[src/rtl/exc_pkg.sv]
package exc_pkg;
  typedef enum logic [1:0] {
    EXC_NONE = 2'd0,
    EXC_IRQ  = 2'd1,
    EXC_PABT = 2'd2,
    EXC_DABT = 2'd3
  } exc_kind_e;

  localparam int          MODE_W    = 5;
  localparam logic [4:0]  MODE_IRQ  = 5'h12;
  localparam logic [4:0]  MODE_ABT  = 5'h17;
  localparam int          IMASK_BIT = 7;
  localparam int          FMASK_BIT = 6;
  localparam int          CMP_BIT   = 5;
  localparam logic [7:0]  IRQ_LOW   = 8'hD2;
  localparam logic [7:0]  ABT_SET   = 8'h97;
endpackage

[src/rtl/exc_arbiter.sv]
module exc_arbiter
  import exc_pkg::*;
(
  input  logic      irq_i,
  input  logic      pabt_i,
  input  logic      dabt_i,
  input  logic      imask_i,
  output exc_kind_e kind_o
);
  always_comb begin
    if (dabt_i)                 kind_o = EXC_DABT;
    else if (pabt_i)            kind_o = EXC_PABT;
    else if (irq_i && !imask_i) kind_o = EXC_IRQ;
    else                        kind_o = EXC_NONE;
  end
endmodule

[src/rtl/exc_frame.sv]
module exc_frame
  import exc_pkg::*;
#(
  parameter int          XLEN     = 32,
  parameter logic [31:0] HI_BASE  = 32'hFFFF_0000,
  parameter logic [7:0]  IRQ_OFS  = 8'h18,
  parameter logic [7:0]  PABT_OFS = 8'h0C,
  parameter logic [7:0]  DABT_OFS = 8'h10
) (
  input  exc_kind_e         kind_i,
  input  logic [XLEN-1:0]   stat_i,
  input  logic [XLEN-1:0]   pc_i,
  input  logic              base_hi_i,
  output logic [XLEN-1:0]   stat_o,
  output logic [XLEN-1:0]   link_o,
  output logic [XLEN-1:0]   vec_o,
  output logic [MODE_W-1:0] mode_o
);
  localparam logic [XLEN-1:0] BASE_HI = XLEN'(HI_BASE);

  logic            cmp;
  logic [7:0]      low_new;
  logic [7:0]      ofs;
  logic [XLEN-1:0] base;
  logic [XLEN-1:0] adj;

  assign cmp  = stat_i[CMP_BIT];
  assign base = base_hi_i ? BASE_HI : '0;

  always_comb begin
    low_new = stat_i[7:0];
    ofs     = '0;
    mode_o  = stat_i[MODE_W-1:0];
    adj     = '0;
    unique case (kind_i)
      EXC_IRQ: begin
        low_new = IRQ_LOW;
        ofs     = IRQ_OFS;
        mode_o  = MODE_IRQ;
        adj     = cmp ? XLEN'(2) : XLEN'(0);
      end
      EXC_PABT: begin
        low_new = (stat_i[7:0] & (8'h1 << FMASK_BIT)) | ABT_SET;
        ofs     = PABT_OFS;
        mode_o  = MODE_ABT;
        adj     = cmp ? XLEN'(2) : XLEN'(0);
      end
      EXC_DABT: begin
        low_new = (stat_i[7:0] & (8'h1 << FMASK_BIT)) | ABT_SET;
        ofs     = DABT_OFS;
        mode_o  = MODE_ABT;
        adj     = cmp ? XLEN'(6) : XLEN'(4);
      end
      default: ;
    endcase
  end

  assign stat_o = {stat_i[XLEN-1:8], low_new};
  assign link_o = pc_i + adj;
  assign vec_o  = base + XLEN'(ofs);
endmodule

[src/rtl/exc_entry_seq.sv]
module exc_entry_seq
  import exc_pkg::*;
#(
  parameter int          XLEN    = 32,
  parameter logic [31:0] HI_BASE = 32'hFFFF_0000
) (
  input  logic              clk_i,
  input  logic              rst_ni,
  input  logic              irq_i,
  input  logic              pabt_i,
  input  logic              dabt_i,
  input  logic              base_hi_i,
  input  logic [XLEN-1:0]   stat_i,
  input  logic [XLEN-1:0]   pc_i,
  output logic              stat_we_o,
  output logic [XLEN-1:0]   stat_o,
  output logic              saved_we_o,
  output logic [MODE_W-1:0] saved_mode_o,
  output logic [XLEN-1:0]   saved_o,
  output logic              link_we_o,
  output logic [XLEN-1:0]   link_o,
  output logic              redir_o,
  output logic [XLEN-1:0]   redir_addr_o
);
  exc_kind_e         kind;
  logic [XLEN-1:0]   stat_d, link_d, vec_d;
  logic [MODE_W-1:0] mode_d;

  logic              take_q;
  logic [XLEN-1:0]   stat_q, saved_q, link_q, vec_q;
  logic [MODE_W-1:0] mode_q;

  exc_arbiter u_arb (
    .irq_i   (irq_i),
    .pabt_i  (pabt_i),
    .dabt_i  (dabt_i),
    .imask_i (stat_i[IMASK_BIT]),
    .kind_o  (kind)
  );

  exc_frame #(.XLEN(XLEN), .HI_BASE(HI_BASE)) u_frame (
    .kind_i    (kind),
    .stat_i    (stat_i),
    .pc_i      (pc_i),
    .base_hi_i (base_hi_i),
    .stat_o    (stat_d),
    .link_o    (link_d),
    .vec_o     (vec_d),
    .mode_o    (mode_d)
  );

  always_ff @(posedge clk_i or negedge rst_ni) begin
    if (!rst_ni) begin
      take_q  <= 1'b0;
      stat_q  <= '0;
      saved_q <= '0;
      link_q  <= '0;
      vec_q   <= '0;
      mode_q  <= '0;
    end else if (kind != EXC_NONE) begin
      take_q  <= 1'b1;
      stat_q  <= stat_d;
      saved_q <= stat_i;
      link_q  <= link_d;
      vec_q   <= vec_d;
      mode_q  <= mode_d;
    end else begin
      take_q  <= 1'b0;
    end
  end

  assign stat_we_o    = take_q;
  assign saved_we_o   = take_q;
  assign link_we_o    = take_q;
  assign redir_o      = take_q;
  assign stat_o       = stat_q;
  assign saved_o      = saved_q;
  assign saved_mode_o = mode_q;
  assign link_o       = link_q;
  assign redir_addr_o = vec_q;

  a_r2_masked_irq: assert property (@(posedge clk_i) disable iff (!rst_ni)
    (irq_i && stat_i[IMASK_BIT] && !pabt_i && !dabt_i) |=> !redir_o);

  a_r3_irq_status: assert property (@(posedge clk_i) disable iff (!rst_ni)
    (redir_o && saved_mode_o == MODE_IRQ) |->
      (stat_o[7:6] == 2'b11 && !stat_o[CMP_BIT] && stat_o[4:0] == MODE_IRQ));

  a_r4_abort_fmask: assert property (@(posedge clk_i) disable iff (!rst_ni)
    (redir_o && saved_mode_o == MODE_ABT) |->
      (stat_o[FMASK_BIT] == saved_o[FMASK_BIT] && stat_o[IMASK_BIT]
       && stat_o[4:0] == MODE_ABT));

  a_r5_saved_status: assert property (@(posedge clk_i) disable iff (!rst_ni)
    redir_o |-> saved_o == $past(stat_i));

  a_r10_dabt_first: assert property (@(posedge clk_i) disable iff (!rst_ni)
    dabt_i |=> (redir_o && redir_addr_o[7:0] == 8'h10));

  a_r11_strobes: assert property (@(posedge clk_i) disable iff (!rst_ni)
    redir_o |-> (stat_we_o && saved_we_o && link_we_o));
endmodule

[config.mk]
export PLATFORM = sky130hd
export DESIGN_NAME = exc_entry_seq
export DESIGN_NICKNAME = d
export VERILOG_FILES = /design/src/rtl/exc_pkg.sv /design/src/rtl/exc_arbiter.sv /design/src/rtl/exc_frame.sv /design/src/rtl/exc_entry_seq.sv
export SDC_FILE = /design/constraint.sdc
export NUM_CORES = 1
export LEC_CHECK = 0
export CAP_MARGIN = 20
export CORE_MARGIN = 5
export CORE_UTILIZATION = 37
export CTS_CLUSTER_DIAMETER = 60
export DETAILED_ROUTE_END_ITERATION = 6
export PLACE_DENSITY = 0.78
export SYNTH_ARGS = -nofsm -noshare
export SYNTH_HDL_FRONTEND = slang
export SYNTH_SLANG_ARGS = --single-unit
[constraint.sdc]
create_clock -name clk_i -period 0.9 [get_ports clk_i]
set_input_delay 0.18 -clock clk_i [delete_from_list [all_inputs] [get_ports clk_i]]
set_output_delay 0.18 -clock clk_i [all_outputs]
set_load 0.02 [all_outputs]
After elaboration in Yosys (flattened, before gate mapping)
Index checks and enable logic that the tools add are counted.
{ "totals": {"register_bits": 134, "inputBits": 70, "output_inout_bits": 137, "word_cells": 27} }
{ "classes": {"n_addsub": 2, "eq_ne": 3, "n_mux": 11, "reduce_logical": 5} }
{ "ops": {"columns": ["operator", "n"], "rows": [
  ["$pmux 32 s2", 1],
  ["$add 32x32->32", 1],
  ["$add 32x5->32", 1],
  ["$mux 32", 1],
  ["$pmux 8 s2", 1],
  ["$pmux 5 s3", 1],
  ["$pmux 5 s2", 1],
  ["$mux 2", 4],
  ["$eq 2x2->1 const B", 2],
  ["$reduce_or 2->1", 2],
  ["$eq 2x1->1 const B", 1],
  ["$mux 1", 2],
  ["$reduce_bool 2->1", 1],
  ["$logic_and 1x1->1", 1],
  ["$logic_not 1->1", 1]
]} }

Depth between registers and ports, before layout
{ "depth": {"word_depth": 9, "depth_mapped": 14, "mapped_depth_nobuf": 13} }

Cells and area by module
Synthesis repeated with hierarchy kept, for this count alone.
{ "hier_totals": {"hier_cells": 466, "hier_area_um2": 6530.0} }
{ "modules_own_cells": {"columns": ["mod", "instances", "cells_each", "area_each_um2", "seq_area_each_um2"], "rows": [
  ["exc_entry_seq", 1, 286, 5226.3, 3353.2],
  ["exc_frame", 1, 177, 1286.2, 0.0],
  ["exc_arbiter", 1, 3, 17.5, 0.0]
]} }

Worst setup path before layout
Ideal clock, no wire load.
{ "synth_path": {"path_type": "input-to-reg", "start": "in stat_i[7]", "end": "reg link_q[25], in the netlist link_o[25]", "setup_ps": 82, "arrival_time_ps": 2876, "t_required_ps": 818, "setup_slack_ps": -2058, "cell_stages": 13, "path_buffers": 0, "path_cell_list": "nand2b_1 > o21bai_1 > inv_1 > ha_1 > nor2_1 > nor3b_1 > ha_1 > inv_1 > fa_1 > and4b_4 > nand4_4 > or4_1 > a31oi_1"} }
{ "synth_between": {"elab_chain_len": 9, "word_cells_on_any_way": 12, "cone_classes": "add/sub (1); eq/ne (3); mux (4); reduce/logical (4)"} }
{ "synth_rtl": {"columns": ["element", "line_no", "rtl"], "rows": [
  ["from (decl)", "exc_entry_seq.sv:13", "input logic [XLEN-1:0] stat_i,"],
  ["$logic_not 1->1 (*)", "exc_arbiter.sv:13", "else if (irq_i && !imask_i) kind_o = EXC_IRQ;"],
  ["$logic_and 1x1->1 (*)", "exc_arbiter.sv:13", null],
  ["$mux 1 (*)", "exc_arbiter.sv:13", null],
  ["$mux 2 (*)", "exc_arbiter.sv:12", "else if (pabt_i) kind_o = EXC_PABT;"],
  ["$mux 2 (*)", "exc_arbiter.sv:11", "if (dabt_i) kind_o = EXC_DABT;"],
  ["$eq 2x1->1 or $eq 2x2->1 (tied branches)", "exc_frame.sv:35", "unique case (kind_i)"],
  ["$reduce_or 2->1 (no line)", null, null],
  ["$pmux 32 s2", "exc_frame.sv:35", null],
  ["$add 32x32->32", "exc_frame.sv:59", "assign link_o = pc_i + adj;"],
  ["to (signal assigned)", "exc_entry_seq.sv:64", "link_q <= link_d;"],
  ["to (decl)", "exc_entry_seq.sv:30", "logic [XLEN-1:0] stat_q, saved_q, link_q, vec_q;"]
]} }
Every way passes the cells marked *; elsewhere a longest branch is shown, timed or not.
A chain may end at the register's enable or synchronous reset.

Worst setup path in the final report
Ends and elaborated chain as after synthesis.

==> impl_summary.txt <==
----------------------------------------------------
[Finish]
  FILL cells ... 657
  Layout cells sized above 1 ... 58.0%
  Total inserted antenna cells ... 0
  Final core utilization ... 74.9%
  Final-stage net count ... 773
  Most common library cell in the layout ignoring fill and taps ... sky130_fd_sc_hd__buf_6
  Area Growth Syn to Fin ... 98.1%
  Most frequent cells in the layout ... 156 x sky130_fd_sc_hd__buf_6, 129 x sky130_fd_sc_hd__buf_4, 74 x sky130_fd_sc_hd__dfrtp_1

[Power and ir drop]
  Ratio of total power to cell area ... 1250 nW/µm²
  Largest voltage drop on the vdd net ... 0.000709 V
  Total power after layout ... 10.1 mW
  Leakage power figure ... 3.78 nW

[Routing]
  Per-cell via count in the routed design ... 5.08
  DR iter-0 viols ... 226
  First drt pass iteration count ... 5
  DRT Wirelength ... 15900 µm
  Routed length per instance ... 18.9 µm
  Overall via count from detail_route ... 4276
  Number of design rule violations left after detail routing ... 0
  ANT nets after route ... 0

[Hold path]
  Number of cells on the worst hold path ... 2
  Path category of the worst min-delay check ... primary input to flop
  Worst hold path startpoint ... stat_i[7]
  End point of the most critical hold path ... saved_o[7]$_DFFE_PN0P_

[STA]
  Least setup slack across all paths after layout ... -1810 ps
  Total setup violations reported at the end of the flow ... 201
  Minimum clock period ... 2710 ps
  Share of the cycle needed by the critical path after routing ... 301%
  Count of final hold-check violations ... 0
  Number of max-slew violations in the final report ... 0
  Clock skew ... 0 ps
  Maximum achievable frequency ... 370 MHz
  Setup repair after global routing missed its margin ... true

[Setup path]
  Startpoint types ... primary input
  Critical path origin ... stat_i[7]
  Category of the worst setup path capture point ... flop
  Type of the setup path with the least slack ... primary input to flop
  Data arrival time at the worst-slack endpoint ... 2970 ps
  Reg2Reg Depth ... 3
  Reg-to-reg startpoint ... redir_addr_o[30]$_DFFE_PN0P_
  CP max FO ... 7
  Critical Path RT ... 1170 ps
  Slack of the worst reg-to-reg path ... -220 ps
  R2r endpoint ... redir_addr_o[30]$_DFFE_PN0P_

[Floorplan]
  Starting utilization of the core area ... 37.8%
  Floorplan die area ... 13300 µm²
  Io pins ... 207
  Floorplan die height ... 115 µm
  Total number of placement rows ... 38
  Horizontal die dimension ... 115 µm
  Floorplan core area ... 10800 µm²

[Global routing]
  Vias in the first global route ... 4242
  Global-route wire length before repair ... 21100 µm
  Total gr overflow ... 0
  Number of antenna violations at the first check in global routing ... 0
  Largest net degree at the start of global routing ... 35
  Overall fraction of global-route tracks in use ... 20.0%

[Status]
  Violated checks ... negative setup slack
  Outcome ... finished, violations left

[Clock network]
  TritonCTS clock tree ... yes
  Library cell used as clock root buffer ... sky130_fd_sc_hd__clkbuf_8
  CTS H-tree depth ... 3
  CTS sink count ... 77
  Cts bufs inserted ... 9
  Clock input transition at the sequential cells of the worst setup and hold paths ... 80 ps
  Bufs on Longest Clock Path ... 2
  Clock network latency to the later pin of the worst-skew pair ... 330 ps

[Placement]
  Worst slack at placement ... -2570 ps
  Global placement routability congestion ... 0.846
  Dpl hpwl ... 9520 µm
  IO buf count ... 193

[Logic synthesis]
  Post-synthesis instance area ... 4100 µm²
  Distinct cell type count after synthesis ... 50
  Number of synthesized flops with an enable pin ... 0
  Syn Area/Cell ... 10.7 µm²
  Post-synthesis sequential element count ... 77
  Primary flip-flop cell chosen by synthesis mapping ... sky130_fd_sc_hd__dfrtp_1
  Synthesized instance count ... 383
  Synthesis warning total ... 0
  Share of flip-flops with an asynchronous set or reset ... 100%
  Share of the yosys chip area belonging to registers ... 47.0%

[Run]
  Max-cap violations ... 0

----------------------------------------------------
## cells by family after synthesis
kind of cell / after synthesis / synth area share (%)
buffers and inverters: 89 / 14.1
DFF: 77 / 47.0
AOI/OAI and AO/OA: 49 / 7.94
adders and majority gates: 6 / 2.01
xor gates and xnor gates: 12 / 2.56
muxes: 37 / 10.2
other: 1 / 0.0915
and+or+nand+nor: 112 / 16.1
## Yosys cell counts, types with 2 or more instances
master	n	share of area, %
sky130_fd_sc_hd__nor3b_1	2	0.37
sky130_fd_sc_hd__clkbuf_1	10	0.92
sky130_fd_sc_hd__or4_1	11	2.0
sky130_fd_sc_hd__buf_2	2	0.24
sky130_fd_sc_hd__buf_4	60	11
sky130_fd_sc_hd__dfrtp_1	77	47
sky130_fd_sc_hd__xnor2_1	5	1.1
sky130_fd_sc_hd__and3_1	7	1.1
sky130_fd_sc_hd__nor2_1	16	1.5
sky130_fd_sc_hd__o31ai_1	9	1.6
sky130_fd_sc_hd__inv_1	10	0.92
sky130_fd_sc_hd__nand3_2	2	0.49
sky130_fd_sc_hd__ha_1	5	1.5
sky130_fd_sc_hd__a31oi_1	8	1.2
sky130_fd_sc_hd__o211ai_1	5	0.92
sky130_fd_sc_hd__nand3_1	16	2.0
sky130_fd_sc_hd__o311ai_0	2	0.43
sky130_fd_sc_hd__a22oi_1	3	0.55
sky130_fd_sc_hd__nor4b_1	2	0.43
sky130_fd_sc_hd__mux2_2	37	10
sky130_fd_sc_hd__xor2_1	7	1.5
sky130_fd_sc_hd__buf_6	2	0.55
sky130_fd_sc_hd__nand2_1	30	2.7
sky130_fd_sc_hd__nand4_1	8	1.2
sky130_fd_sc_hd__buf_1	4	0.37
sky130_fd_sc_hd__o21ai_0	12	1.5
sky130_fd_sc_hd__and2_1	2	0.31
sky130_fd_sc_hd__nand2b_1	4	0.61
sky130_fd_sc_hd__nor2b_1	2	0.31
sky130_fd_sc_hd__a21oi_1	3	0.37
## final cells by class
| cell class | instances | area [µm²] | area share [%] |
|---|---|---|---|
| clock buffers | 10 | 138 | 1.69 |
| well taps | 140 | 175 | 2.16 |
| multi-input cells | 229 | 2030 | 25.0 |
| inverters | 11 | 56.3 | 0.693 |
| clock inverters | 6 | 62.6 | 0.770 |
| flip-flops and latches | 77 | 1930 | 23.8 |
| repair buffers | 369 | 3730 | 45.9 |
## state kept, by name, summed over array words and instances (netlist names)
register and cells:
link_o 32, link_we_o 1, redir_addr_o 4, saved_o 8, stat_o 32
## through the flow
stage	instances	area (µm²)	setup TNS, ps	hold WS [ps]
6_report	842	8120	-81760	61.7
5_1_grt	842	8120	-90120	46.7
4_1_cts	794	7310	-81340	47.0
3_5_place_dp	737	6640	-145340	91.8
3_3_place_gp	737	6640	-140530	95.7
2_1_floorplan	395	4490	-68350	-116
## per-layer routing
metal | up-vias | share of wire (%) | track usage [%]
li1 | 1897 | - | -
met1 | 2101 | 38 | 22.9
met2 | 237 | 52 | 36.7
met3 | 41 | 7.3 | 4.53
met4 | 0 | 2.0 | 6.42
met5 | - | 0 | 0
## power breakdown
group	switching (mW)	internal [mW]	total, mW
Sequential	0.252	3.72	3.98
Clock	1.33	1.35	2.67
Combinational	1.52	1.97	3.50
## worst max-delay path, stage by stage
cell and delay [ps]:
sky130_fd_sc_hd__buf_6 90, sky130_fd_sc_hd__nand2b_4 140, sky130_fd_sc_hd__o21bai_4 150, sky130_fd_sc_hd__inv_2 70, sky130_fd_sc_hd__ha_4 260, sky130_fd_sc_hd__nor2_2 30
sky130_fd_sc_hd__nor3b_2 150, sky130_fd_sc_hd__ha_2 210, sky130_fd_sc_hd__inv_2 40, sky130_fd_sc_hd__fa_2 340, sky130_fd_sc_hd__and4b_4 370, sky130_fd_sc_hd__nand4_4 180
sky130_fd_sc_hd__or4_1 590, sky130_fd_sc_hd__a31oi_1 160
## how the worst max path moves through the flow
stage,to,slack [ps],cells past startpoint
after global placement,link_o[23]$_DFFE_PN0P_,-2490,15
after floorplan,link_o[25]$_DFFE_PN0P_,-1950,13
after CTS,link_o[21]$_DFFE_PN0P_,-1730,15
after global routing,link_o[25]$_DFFE_PN0P_,-1930,14
final,link_o[25]$_DFFE_PN0P_,-1810,14
after detailed placement,link_o[25]$_DFFE_PN0P_,-2570,14
## timing repair
item / 4_1_cts / 5_1_grt
setup endpoints to repair: 201 / 201
hold endpoints to repair: 68 / 0
setup buffers: 40 / 41
gates cloned: 0 / 10
resized for setup: 755 / 93
hold buffers: 1 / 0
pin swaps: 29 / 14
Power figures use the tool's default switching activity.
